`config.mk`:
```
export PLATFORM = sky130hd
export DESIGN_NAME = srl_cmd_rx
export DESIGN_NICKNAME = d
export VERILOG_FILES = /design/src/rtl/srl_cmd_pkg.sv /design/src/rtl/srl_sync_edge.sv /design/src/rtl/srl_shift_frame.sv /design/src/rtl/srl_cmd_decode.sv /design/src/rtl/srl_cmd_rx.sv
export SDC_FILE = /design/constraint.sdc
export NUM_CORES = 1
export LEC_CHECK = 0
export BUFFER_PORTS_ARGS = -buffer_cell sky130_fd_sc_hd__buf_2
export CAP_MARGIN = 20
export CORE_UTILIZATION = 58
export DETAILED_ROUTE_END_ITERATION = 10
export PLACE_DENSITY = 0.75
export SLEW_MARGIN = 20
export SYNTH_ARGS = -nofsm -noshare
export SYNTH_HDL_FRONTEND = slang
export SYNTH_HIERARCHICAL = 1
export SYNTH_SLANG_ARGS = --single-unit
```
`constraint.sdc`:
```
create_clock -name clk -period 2.5 [get_ports clk]
set_clock_uncertainty 0.15 [all_clocks]
set_input_delay 0 -clock clk [delete_from_list [all_inputs] [get_ports clk]]
set_output_delay 0 -clock clk [all_outputs]
set_load 0.005 [all_outputs]
```
`src/rtl/srl_cmd_pkg.sv`:
```
package srl_cmd_pkg;
    localparam int FRAME_W   = 24;
    localparam int ADDR_W    = 8;
    localparam int DATA_W    = 16;
    localparam int CNT_MAX   = FRAME_W + 1;
    localparam int CNT_W     = $clog2(CNT_MAX + 1);
    localparam int CHAIN_BIT = 3;
    localparam int SYNC_N    = 2;

    typedef enum logic [ADDR_W-1:0] {
        OP_NOP   = 8'h00,
        OP_WDATA = 8'h01,
        OP_RDBK  = 8'h02,
        OP_WCTRL = 8'h55,
        OP_RESET = 8'h56
    } op_e;

    typedef struct packed {
        logic [ADDR_W-1:0] addr;
        logic [DATA_W-1:0] payload;
    } frame_t;

    function automatic logic frame_ok(input logic [CNT_W-1:0] cnt, input logic chain);
        return chain || (cnt == CNT_W'(FRAME_W));
    endfunction
endpackage

```
`src/rtl/srl_sync_edge.sv`:
```
module srl_sync_edge #(
    parameter int N      = 3,
    parameter int STAGES = 2
) (
    input  logic         clk,
    input  logic         rst,
    input  logic [N-1:0] async_i,
    output logic [N-1:0] level_o,
    output logic [N-1:0] rise_o,
    output logic [N-1:0] fall_o
);
    generate
        for (genvar g = 0; g < N; g++) begin : g_bit
            logic [STAGES-1:0] chain_q;
            logic              prev_q;
            always_ff @(posedge clk) begin
                if (rst) begin
                    chain_q <= '0;
                    prev_q  <= 1'b0;
                end else begin
                    chain_q <= {chain_q[STAGES-2:0], async_i[g]};
                    prev_q  <= chain_q[STAGES-1];
                end
            end
            assign level_o[g] = chain_q[STAGES-1];
            assign rise_o[g]  = chain_q[STAGES-1] & ~prev_q;
            assign fall_o[g]  = ~chain_q[STAGES-1] & prev_q;
        end
    endgenerate
endmodule

```
`src/rtl/srl_shift_frame.sv`:
```
module srl_shift_frame
    import srl_cmd_pkg::*;
(
    input  logic               clk,
    input  logic               rst,
    input  logic               sclk_rise,
    input  logic               sclk_fall,
    input  logic               sdin,
    input  logic               latch_rise,
    input  logic               load_en,
    input  logic [FRAME_W-1:0] load_word,
    input  logic               out_en,
    output frame_t             frame_o,
    output logic [CNT_W-1:0]   cnt_o,
    output logic               sdo_o
);
    logic [FRAME_W-1:0] shreg_q;
    logic [CNT_W-1:0]   cnt_q;
    logic               sdo_q;

    always_ff @(posedge clk) begin
        if (rst) begin
            shreg_q <= '0;
        end else if (load_en) begin
            shreg_q <= load_word;
        end else if (sclk_rise) begin
            shreg_q <= {shreg_q[FRAME_W-2:0], sdin};
        end
    end

    always_ff @(posedge clk) begin
        if (rst) begin
            cnt_q <= '0;
        end else if (latch_rise) begin
            cnt_q <= '0;
        end else if (sclk_rise && cnt_q != CNT_W'(CNT_MAX)) begin
            cnt_q <= cnt_q + 1'b1;
        end
    end

    always_ff @(posedge clk) begin
        if (rst) begin
            sdo_q <= 1'b0;
        end else if (load_en) begin
            sdo_q <= load_word[FRAME_W-1];
        end else if (sclk_fall) begin
            sdo_q <= shreg_q[FRAME_W-1];
        end
    end

    assign frame_o = frame_t'(shreg_q);
    assign cnt_o   = cnt_q;
    assign sdo_o   = sdo_q & out_en;

    p_cnt_sat_r5: assert property (@(posedge clk) disable iff (rst)
        cnt_q <= CNT_W'(CNT_MAX));
    p_cnt_clear_r5: assert property (@(posedge clk) disable iff (rst)
        latch_rise |=> cnt_q == '0);
    p_shift_in_r1: assert property (@(posedge clk) disable iff (rst)
        (sclk_rise && !load_en) |=> shreg_q[0] == $past(sdin));
    p_sdo_on_fall_r8: assert property (@(posedge clk) disable iff (rst)
        !$stable(sdo_q) |-> $past(sclk_fall || load_en));
endmodule

```
`src/rtl/srl_cmd_decode.sv`:
```
module srl_cmd_decode
    import srl_cmd_pkg::*;
(
    input  logic               clk,
    input  logic               rst,
    input  logic               commit,
    input  frame_t             frame_i,
    input  logic [CNT_W-1:0]   cnt_i,
    output logic [DATA_W-1:0]  data_o,
    output logic [DATA_W-1:0]  ctrl_o,
    output logic               rst_pulse_o,
    output logic               load_en_o,
    output logic [FRAME_W-1:0] load_word_o,
    output logic               out_en_o
);
    logic [DATA_W-1:0] data_q, ctrl_q;
    logic              rb_q, pulse_q, ok;
    op_e               op;

    assign op          = op_e'(frame_i.addr);
    assign ok          = commit && frame_ok(cnt_i, ctrl_q[CHAIN_BIT]);
    assign load_en_o   = ok && (op == OP_RDBK);
    assign load_word_o = {ADDR_W'(0), frame_i.payload[0] ? ctrl_q : data_q};

    always_ff @(posedge clk) begin
        if (rst) begin
            data_q  <= '0;
            ctrl_q  <= '0;
            rb_q    <= 1'b0;
            pulse_q <= 1'b0;
        end else begin
            pulse_q <= 1'b0;
            if (commit) begin
                rb_q <= load_en_o;
            end
            if (ok) begin
                case (op)
                    OP_WDATA: data_q <= frame_i.payload;
                    OP_WCTRL: ctrl_q <= frame_i.payload;
                    OP_RESET: begin
                        if (frame_i.payload[0]) begin
                            data_q  <= '0;
                            ctrl_q  <= '0;
                            pulse_q <= 1'b1;
                        end
                    end
                    default: ;
                endcase
            end
        end
    end

    assign data_o      = data_q;
    assign ctrl_o      = ctrl_q;
    assign rst_pulse_o = pulse_q;
    assign out_en_o    = ctrl_q[CHAIN_BIT] | rb_q;

    p_bad_frame_r4: assert property (@(posedge clk) disable iff (rst)
        (commit && !ctrl_q[CHAIN_BIT] && cnt_i != CNT_W'(FRAME_W))
        |=> $stable(data_q) && $stable(ctrl_q) && !pulse_q);
    p_wdata_r2: assert property (@(posedge clk) disable iff (rst)
        (ok && frame_i.addr == 8'h01) |=> data_q == $past(frame_i.payload));
    p_pulse_clear_r6: assert property (@(posedge clk) disable iff (rst)
        pulse_q |-> (data_q == '0 && ctrl_q == '0));
    p_pulse_single_r6: assert property (@(posedge clk) disable iff (rst)
        pulse_q |=> !pulse_q);
endmodule

```
`src/rtl/srl_cmd_rx.sv`:
```
module srl_cmd_rx
    import srl_cmd_pkg::*;
(
    input  logic              clk,
    input  logic              rst,
    input  logic              sclk_i,
    input  logic              sdin_i,
    input  logic              latch_i,
    output logic              sdo_o,
    output logic [DATA_W-1:0] data_o,
    output logic [DATA_W-1:0] ctrl_o,
    output logic              rst_pulse_o
);
    logic [2:0]         lvl, rise, fall;
    frame_t             frame;
    logic [CNT_W-1:0]   cnt;
    logic               load_en, out_en;
    logic [FRAME_W-1:0] load_word;

    srl_sync_edge #(.N(3), .STAGES(SYNC_N)) u_sync (
        .clk     (clk),
        .rst     (rst),
        .async_i ({latch_i, sdin_i, sclk_i}),
        .level_o (lvl),
        .rise_o  (rise),
        .fall_o  (fall)
    );

    srl_shift_frame u_shift (
        .clk        (clk),
        .rst        (rst),
        .sclk_rise  (rise[0]),
        .sclk_fall  (fall[0]),
        .sdin       (lvl[1]),
        .latch_rise (rise[2]),
        .load_en    (load_en),
        .load_word  (load_word),
        .out_en     (out_en),
        .frame_o    (frame),
        .cnt_o      (cnt),
        .sdo_o      (sdo_o)
    );

    srl_cmd_decode u_dec (
        .clk         (clk),
        .rst         (rst),
        .commit      (rise[2]),
        .frame_i     (frame),
        .cnt_i       (cnt),
        .data_o      (data_o),
        .ctrl_o      (ctrl_o),
        .rst_pulse_o (rst_pulse_o),
        .load_en_o   (load_en),
        .load_word_o (load_word),
        .out_en_o    (out_en)
    );

    p_sdo_idle_r10: assert property (@(posedge clk) disable iff (rst)
        (ctrl_o[CHAIN_BIT] == 1'b0 && $past(rise[2]) && !$past(load_en)) |-> !sdo_o);
endmodule

```
==> flow_metrics.tcl, run 1 <==
set metrics [dict create \
    buffer_ports.inserted 38 \
    drtPass1Iterations 4 \
    grt_util_all_layers 0.241 \
    critical_path_class "flip-flop to flip-flop" \
    report.final.hold_viol_count 0 \
    post-route-util 0.677 \
    drt_iter0_drc 109 \
    placed_insts 409 \
    fmax_mhz 460 \
    die_width_um 77.6 \
    worst_hold_path.num_cells 4 \
    finalHoldWorstSlack_ns 0.0434 \
    layout.cells.most_common_list "dfxtp_1, mux2i_1, buf_2" \
    cap_violations 0 \
    antenna_found_initial 0 \
    final_cell_count_no_fill 427 \
    htree_levels 3 \
    grt_overflow 0 \
    postSynthCellCount 308 \
    run_status "completed" \
    n_antenna_cell 0 \
    vias_per_cell 5.50 \
    initial_utilization 0.602 \
    post_route_cells_drive_above_1_share 0.313 \
    synthesis.area_per_instance_um2 10.8 \
    pin_count_of_the_biggest_net_entering_global_routing 40 \
    die_area_mm2 0.00602 \
    core_mm2 0.00551 \
    rsz_0062_raised_after_global_routing "false" \
    pwr_density_cell_mw_per_mm2 578 \
    fin_setup_tns_ns 0 \
    via_count_of_the_first_global_routing_pass 2339 \
    routed-via-count 2349 \
    dpl_cell_area_mm2 0.00350 \
    design.portCount 39 \
    cts_root_buffer "clkbuf_8" \
    reg2regPathDepth 7 \
    final_min_period_over_clock_period 0.870 \
    number_of_setup_violations_in_the_final_report 0 \
    slew_headroom 0.469 \
    area_growth_syn_to_layout_pct 12.6 \
    clock_path_buffers 2 \
    clock_sink_count 72 \
    post-place-ws_ns 0.367 \
    worst_setup_hold_path_clk_slew_ns 0.07 \
    report.final.slew_viol_count 0 \
    drt_drc_violations_left 0 \
    start_kind "flip-flop" \
    ant_nets 0 \
    crit_required_ns 2.56 \
    final_period_minus_worst_setup_slack_ns 2.17 \
    wl_um 6600 \
    post_synthesis_instance_area_mm2 0.00331 \
    layout.cells.most_common "dfxtp_1" \
    tightestPinTransition_ns 0.797 \
    worst_slack_ns 0.326 \
    grt_first_pass_wirelength_um 11200 \
    place.gp.congestion 0.704 \
    cts_tree "done" \
    finalInstanceArea_mm2 0.00373 \
    worst_hold_path_type "primary input to flip-flop" \
    total_leakage_power_nw 1.62 \
    fp.dieH_um 77.6 \
    yosys_warnings 6 \
    post-cts-setup-buffer-count 0 \
    rows 27 \
    timing.critical_path.to_type "flip-flop" \
    routedWlPerCell_um 15.4 \
    clock_latency_ns 0.34 \
    nNetsFinal 358 \
    r2r_start "u_sync/g_bit[2].chain_q[1]" \
    finalPower_mw 2.16 \
    critical_path_arrival_ns 2.24 \
    timing.hold.worst.start "rst" \
    crit_fanout 16 \
    worst_ir_drop_vdd_mv 0.422 \
    critical_path.startpoint "u_sync/g_bit[2].chain_q[1]" \
    cts_inserted_buffers 9 \
    detailedPlacementHpwl_um 4030 \
]
## final cells by class
class,instances,area [um^2]
fill,417,1780
multi-input combinational,213,1690
sequential,72,1440
timing repair buffer,51,295
clock buffer,13,159
tap,72,90.1
clock inverter,2,38.8
inverter,4,15.0
## state kept, by name (all words and copies together) (netlist names)
signal and cells:
u_shift/frame_o 24, u_dec/ctrl_o 16, u_dec/data_o 16, u_sync/g_bit.chain_q 6
u_shift/cnt_o 5, u_sync/g_bit.prev_q 2, u_dec/rb_q 1, u_dec/rst_pulse_o 1
u_shift/sdo_q 1
## power breakdown
group / internal [mW] / total (mW) / leakage (nW) / switching, mW
Clock: 0.513 / 0.923 / 0.0997 / 0.410
Combinational: 0.0271 / 0.0753 / 0.944 / 0.0482
Sequential: 1.15 / 1.16 / 0.581 / 0.00392
Total: 1.69 / 2.16 / 1.62 / 0.462
## layer usage
metal / wire length, um / part of all wire / vias up / GRT usage
met5: 0 / 0 / - / 0
met1: 3050 / 0.46 / 1145 / 0.292
met3: 232 / 0.035 / 8 / 0.0576
met4: 65 / 0.0099 / 0 / 0.0868
met2: 3250 / 0.49 / 48 / 0.413
li1: - / - / 1148 / -
## worst max-delay path, cell delays in order, from the launching register on
cell and delay [ns]:
dfxtp_1 0.31, nor2b_1 0.17, nor4b_4 0.28, o211ai_4 0.17
nor4_2 0.31, buf_4 0.33, mux2i_1 0.25, nor2_1 0.07
## final timing paths
check | slack [ns] | to
worst min register to register | 0.29 | u_sync/g_bit[0].chain_q[1]
worst min-delay path | 0.04 | u_dec/rb_q
worst max register to register | 0.33 | u_shift/frame_o[12]
worst max-delay path | 0.33 | u_shift/frame_o[12]
## timing repair
action,in CTS,in global routing
hold buffers,3,0
endpoints found under the hold margin,3,0
gates resized for setup,0,0
Power figures use the tool's default switching activity.
==> run 2: changes to the inputs <==
MAX_ROUTING_LAYER = met4   (was unset)
==> run 2 against run 1 <==
Effect of this change:
- sequential power hardly changed
- via count hardly changed
- first-iteration DRC count is 1.8% lower
- highest routed layer unchanged
==> flow_metrics.tcl, run 2 (synthesis gave the netlist of run 1 again) <==
set metrics [dict create \
    worst_ir_drop_vdd_mv 0.418 \
    drtPass1Iterations 4 \
    cts_tree "done" \
    pwr_density_cell_mw_per_mm2 577 \
    layout.cells.most_common_list "dfxtp_1, mux2i_1, buf_2" \
    layout.cells.most_common "dfxtp_1" \
    nNetsFinal 358 \
    die_width_um 77.6 \
    design.portCount 39 \
    tightestPinTransition_ns 0.788 \
    dpl_cell_area_mm2 0.00350 \
    clock_sink_count 72 \
    area_growth_syn_to_layout_pct 12.6 \
    clock_latency_ns 0.34 \
    buffer_ports.inserted 38 \
    crit_chain "nor2b_1 > nor4b_4 > o211ai_4 > nor4_2 > buf_4 > mux2i_1 > nor2_1" \
    run_status "completed" \
    timing.critical_path.slowest_stage_cell "buf_4" \
    number_of_setup_violations_in_the_final_report 0 \
    post_route_cells_drive_above_1_share 0.313 \
    clock_power_share 0.428 \
    report.final.slew_viol_count 0 \
    routed-via-count 2348 \
    power_report.internal_total_mw 1.69 \
    grt_overflow 0 \
    detailedPlacementHpwl_um 4030 \
    critical_path_class "flip-flop to flip-flop" \
    wl_um 6590 \
    final_period_minus_worst_setup_slack_ns 2.17 \
    via_count_of_the_first_global_routing_pass 2341 \
    finalInstanceArea_mm2 0.00373 \
    routedWlPerCell_um 15.4 \
    antenna_found_initial 0 \
    cts_root_buffer "clkbuf_8" \
    worst_hold_path_type "primary input to flip-flop" \
    count_of_cell_instances_traversed_by_the_critical_path 7 \
    fin_setup_tns_ns 0 \
    total_leakage_power_nw 1.62 \
    ant_nets 0 \
    critical_path_buf_inv_count 1 \
    core_mm2 0.00551 \
    n_antenna_cell 0 \
    timing.critical_path.to_type "flip-flop" \
    fmax_mhz 460 \
    worst_setup_hold_path_clk_slew_ns 0.07 \
    vias_per_cell 5.50 \
    report.final.hold_viol_count 0 \
    fillCellCount 417 \
    combinationalPowerShare 0.035 \
    crit_fanout 16 \
    rows 27 \
    place.gp.congestion 0.711 \
    netSwitchingFraction 0.213 \
    htree_levels 3 \
    post-route-util 0.677 \
    netSwitchingPower_uw 460 \
    initial_utilization 0.602 \
    final_min_period_over_clock_period 0.869 \
    path_delay_family "simple AND/OR/NAND/NOR gates" \
    start_kind "flip-flop" \
    grt_first_pass_wirelength_um 11200 \
    rsz_0062_raised_after_global_routing "false" \
    clock_path_buffers 2 \
    worst_hold_path.num_cells 4 \
    critical_path_arrival_ns 2.23 \
    die_area_mm2 0.00602 \
    drt_iter0_drc 107 \
    cp_slowest_stage_delay_ns 0.33 \
    reg2regPathDepth 7 \
    grt_util_all_layers 0.248 \
    cap_violations 0 \
    fp.dieH_um 77.6 \
    seq_pwr_share 0.538 \
    post-cts-setup-buffer-count 0 \
    pin_count_of_the_biggest_net_entering_global_routing 40 \
    slew_headroom 0.475 \
    drt_drc_violations_left 0 \
    crit_required_ns 2.56 \
    cts_inserted_buffers 9 \
    flip_flop_count_of_the_largest_register_all_copies_and_words_added 24 \
]
-- run 2: cell counts in the layout (fill, tap and decap cells not counted) --
Identical to the previous run, type by type.
-- run 2: layout make-up --
| type | instances | area [um^2] | area share |
|---|---|---|---|
| clock buffers | 13 | 159 | 0.0426 |
| clock inverters | 2 | 38.8 | 0.0104 |
| multi-input cells | 213 | 1690 | 0.453 |
| well taps | 72 | 90.1 | 0.0242 |
| repair buffers | 51 | 295 | 0.0792 |
| flip-flops and latches | 72 | 1440 | 0.386 |
| inverters | 4 | 15.0 | 0.00403 |
-- run 2: power groups by stage --
stage	Combinational, mW	Clock [mW]	Sequential [mW]
3_3_place_gp	0.0688	0	1.18
2_1_floorplan	0.0620	0	1.18
6_report	0.0751	0.921	1.16
4_1_cts	0.0741	0.932	1.16
5_1_grt	0.0824	0.988	1.16
3_5_place_dp	0.0703	0	1.18
-- run 2: stage by stage --
stage | instances | worst slack [ns] | hold WS [ns] | total power [mW]
after global routing | 427 | 0.181 | 0.0653 | 2.23
after CTS | 427 | 0.342 | 0.0275 | 2.16
after detailed placement | 409 | 0.367 | 0.0657 | 1.25
final | 427 | 0.328 | 0.0464 | 2.15
after floorplan | 315 | 0.205 | -0.0784 | 1.24
after global placement | 409 | 0.506 | 0.0598 | 1.25
-- run 2: layer usage --
| metal | wire length (um) | GRT usage | up-vias |
|---|---|---|---|
| li1 | - | - | 1150 |
| met1 | 3080 | 0.291 | 1147 |
| met2 | 3200 | 0.414 | 43 |
| met3 | 244 | 0.0576 | 8 |
| met4 | 65 | 0.0868 | 0 |
| met5 | 0 | - | - |
-- run 2: final timing paths --
check,from,to,slack (ns)
max,u_sync/g_bit[2].chain_q[1],u_shift/frame_o[12],0.33
min,rst,u_dec/rb_q,0.05
max reg2reg,u_sync/g_bit[2].chain_q[1],u_shift/frame_o[12],0.33
min reg2reg,u_sync/g_bit[0].chain_q[0],u_sync/g_bit[0].chain_q[1],0.29
-- run 2: worst register-to-register path, cell delays in order, from the launching register on --
cell	delay, ns
dfxtp_1	0.32
nor2b_1	0.17
nor4b_4	0.28
o211ai_4	0.17
nor4_2	0.31
buf_4	0.33
mux2i_1	0.25
nor2_1	0.07
-- run 2: repair_timing --
| item | 4_1_cts | 5_1_grt |
|---|---|---|
| gates resized for setup | 0 | 0 |
| endpoints found under the hold margin | 3 | 0 |
| hold buffers | 3 | 0 |
==> run 3: changes to the inputs <==
clock period = 2.3 ns   (was 2.5 ns; I/O delays follow)
==> run 3 against run 2 <==
Effect of this change:
- non-clock buffer count decreased by 1
- cell count unchanged
- via count decreased by 1.9%
- worst setup slack got worse by 0.063 ns
- critical path type unchanged
- largest cell class unchanged
- largest power group unchanged
==> flow_metrics.tcl, run 3 (synthesis gave the netlist of run 1 again) <==
set metrics [dict create \
    multi_input_comb_area_mm2 0.00170 \
    die_area_mm2 0.00602 \
    tightestPinTransition_ns 0.764 \
    number_of_setup_violations_in_the_final_report 0 \
    detailedPlacementHpwl_um 3970 \
    ant_nets 0 \
    pin_count_of_the_biggest_net_entering_global_routing 40 \
    layout.cells.most_common "dfxtp_1" \
    via_count_of_the_first_global_routing_pass 2256 \
    grt_first_pass_wirelength_um 10900 \
    routedWlPerCell_um 14.8 \
    pwr_density_cell_mw_per_mm2 624 \
    crit_required_ns 2.36 \
    clock_path_buffers 2 \
    flip_flop_count_of_the_largest_register_all_copies_and_words_added 24 \
    start_kind "flip-flop" \
    final_min_period_over_clock_period 0.885 \
    nNetsFinal 357 \
    worst_ir_drop_vdd_mv 0.438 \
    total_leakage_power_nw 1.62 \
    cap_violations 0 \
    run_status "completed" \
    post-place-ws_ns 0.196 \
    core_mm2 0.00551 \
    drtPass1Iterations 4 \
    design.portCount 39 \
    gr-usage-met2 0.372 \
    clock_sink_count 72 \
    combinationalPowerShare 0.034 \
    wl_um 6300 \
    rsz_0062_raised_after_global_routing "false" \
    critical_path_class "flip-flop to flip-flop" \
    netSwitchingFraction 0.222 \
    seq_pwr_share 0.540 \
    slew_headroom 0.491 \
    fp.dieH_um 77.6 \
    timing.critical_path.to_type "flip-flop" \
    die_width_um 77.6 \
    drt_drc_violations_left 0 \
    clock_power_share 0.426 \
    layout.cells.most_common_list "dfxtp_1, mux2i_1, buf_2" \
    routed-via-count 2304 \
    worst_slack_ns 0.265 \
    worst_setup_hold_path_clk_slew_ns 0.07 \
    global_route.peak_usage_layer "met2" \
    post_route_cells_drive_above_1_share 0.315 \
    worst_hold_path.num_cells 3 \
    place.gp.congestion 0.764 \
    reg2regPathDepth 7 \
    fmax_mhz 491 \
    antenna_found_initial 0 \
    critical_path_arrival_ns 2.10 \
    rows 27 \
    fillCellCount 424 \
    drt_iter0_drc 103 \
    grt_util_all_layers 0.240 \
    fin_setup_tns_ns 0 \
    cts_tree "done" \
    clock_latency_ns 0.34 \
    cts_inserted_buffers 9 \
    final_period_minus_worst_setup_slack_ns 2.04 \
    report.final.hold_viol_count 0 \
    worst_hold_path_type "primary input to flip-flop" \
    cts_root_buffer "clkbuf_8" \
    grt.met3_usage 0.0588 \
    htree_levels 3 \
    report.final.slew_viol_count 0 \
    netSwitchingPower_uw 518 \
    layout.area.seq_mm2 0.00144 \
    grt_overflow 0 \
    area_growth_syn_to_layout_pct 12.7 \
    initial_utilization 0.602 \
    power_report.internal_total_mw 1.81 \
    buffer_ports.inserted 38 \
    n_antenna_cell 0 \
    met1_usage 0.301 \
    vias_per_cell 5.40 \
    crit_fanout 11 \
]
[run 3: power by group through the flow]
stage | clock network, mW | logic, mW | registers, mW
floorplan | 0 | 0.0674 | 1.29
global placement | 0 | 0.0748 | 1.29
detailed placement | 0 | 0.0750 | 1.29
CTS | 1.02 | 0.0791 | 1.26
global route | 1.07 | 0.0875 | 1.26
finish | 0.992 | 0.0799 | 1.26
[run 3: timing repair]
item	4_1_cts	5_1_grt
resized for setup	0	2
endpoints found under the setup margin	0	3
setup buffers	0	0
endpoints found under the hold margin	3	0
hold buffers	3	0
[run 3: per-stage QoR]
step / cells / hold WS [ns] / instance area [um^2] / utilization / power (mW)
6_report: 427 / 0.0555 / 3730 / 0.678 / 2.33
5_1_grt: 427 / 0.0576 / 3730 / 0.678 / 2.42
4_1_cts: 427 / 0.0362 / 3720 / 0.676 / 2.35
3_5_place_dp: 408 / 0.0681 / 3490 / 0.635 / 1.36
3_3_place_gp: 408 / 0.0570 / 3490 / 0.635 / 1.36
2_1_floorplan: 315 / -0.0784 / 3340 / - / 1.35
[run 3: area by class of cell]
type,count,area share
multi-input cells,213,0.455
clock inverters,5,0.0151
inverters,4,0.00402
well taps,72,0.0241
clock buffers,11,0.0379
flip-flops and latches,72,0.386
repair buffers,50,0.0781
[run 3: worst max-delay path, cell delays in order, from the launching register on]
cell and delay [ns]:
dfxtp_1 0.32, nor2b_1 0.18, nor4b_4 0.27, o211ai_4 0.17, nor4_4 0.27, buf_4 0.28, mux2i_1 0.21, nor2_1 0.05
[run 3: final timing paths]
path                                    from                    endpoint  slack, ns
hold reg to reg   u_sync/g_bit[2].chain_q[0]  u_sync/g_bit[2].chain_q[1]       0.29
setup / recovery  u_sync/g_bit[2].chain_q[1]          u_shift/frame_o[3]       0.26
setup reg to reg  u_sync/g_bit[2].chain_q[1]          u_shift/frame_o[3]       0.26
hold / removal                           rst         u_shift/frame_o[16]       0.06
[run 3: routing by layer]
layer  share of wire  wire, um  vias to the layer above
li1                -         -                     1147
met1            0.48      3000                     1095
met5               0         0                        -
met3           0.040       249                        7
met4          0.0086        54                        0
met2            0.48      3000                       55
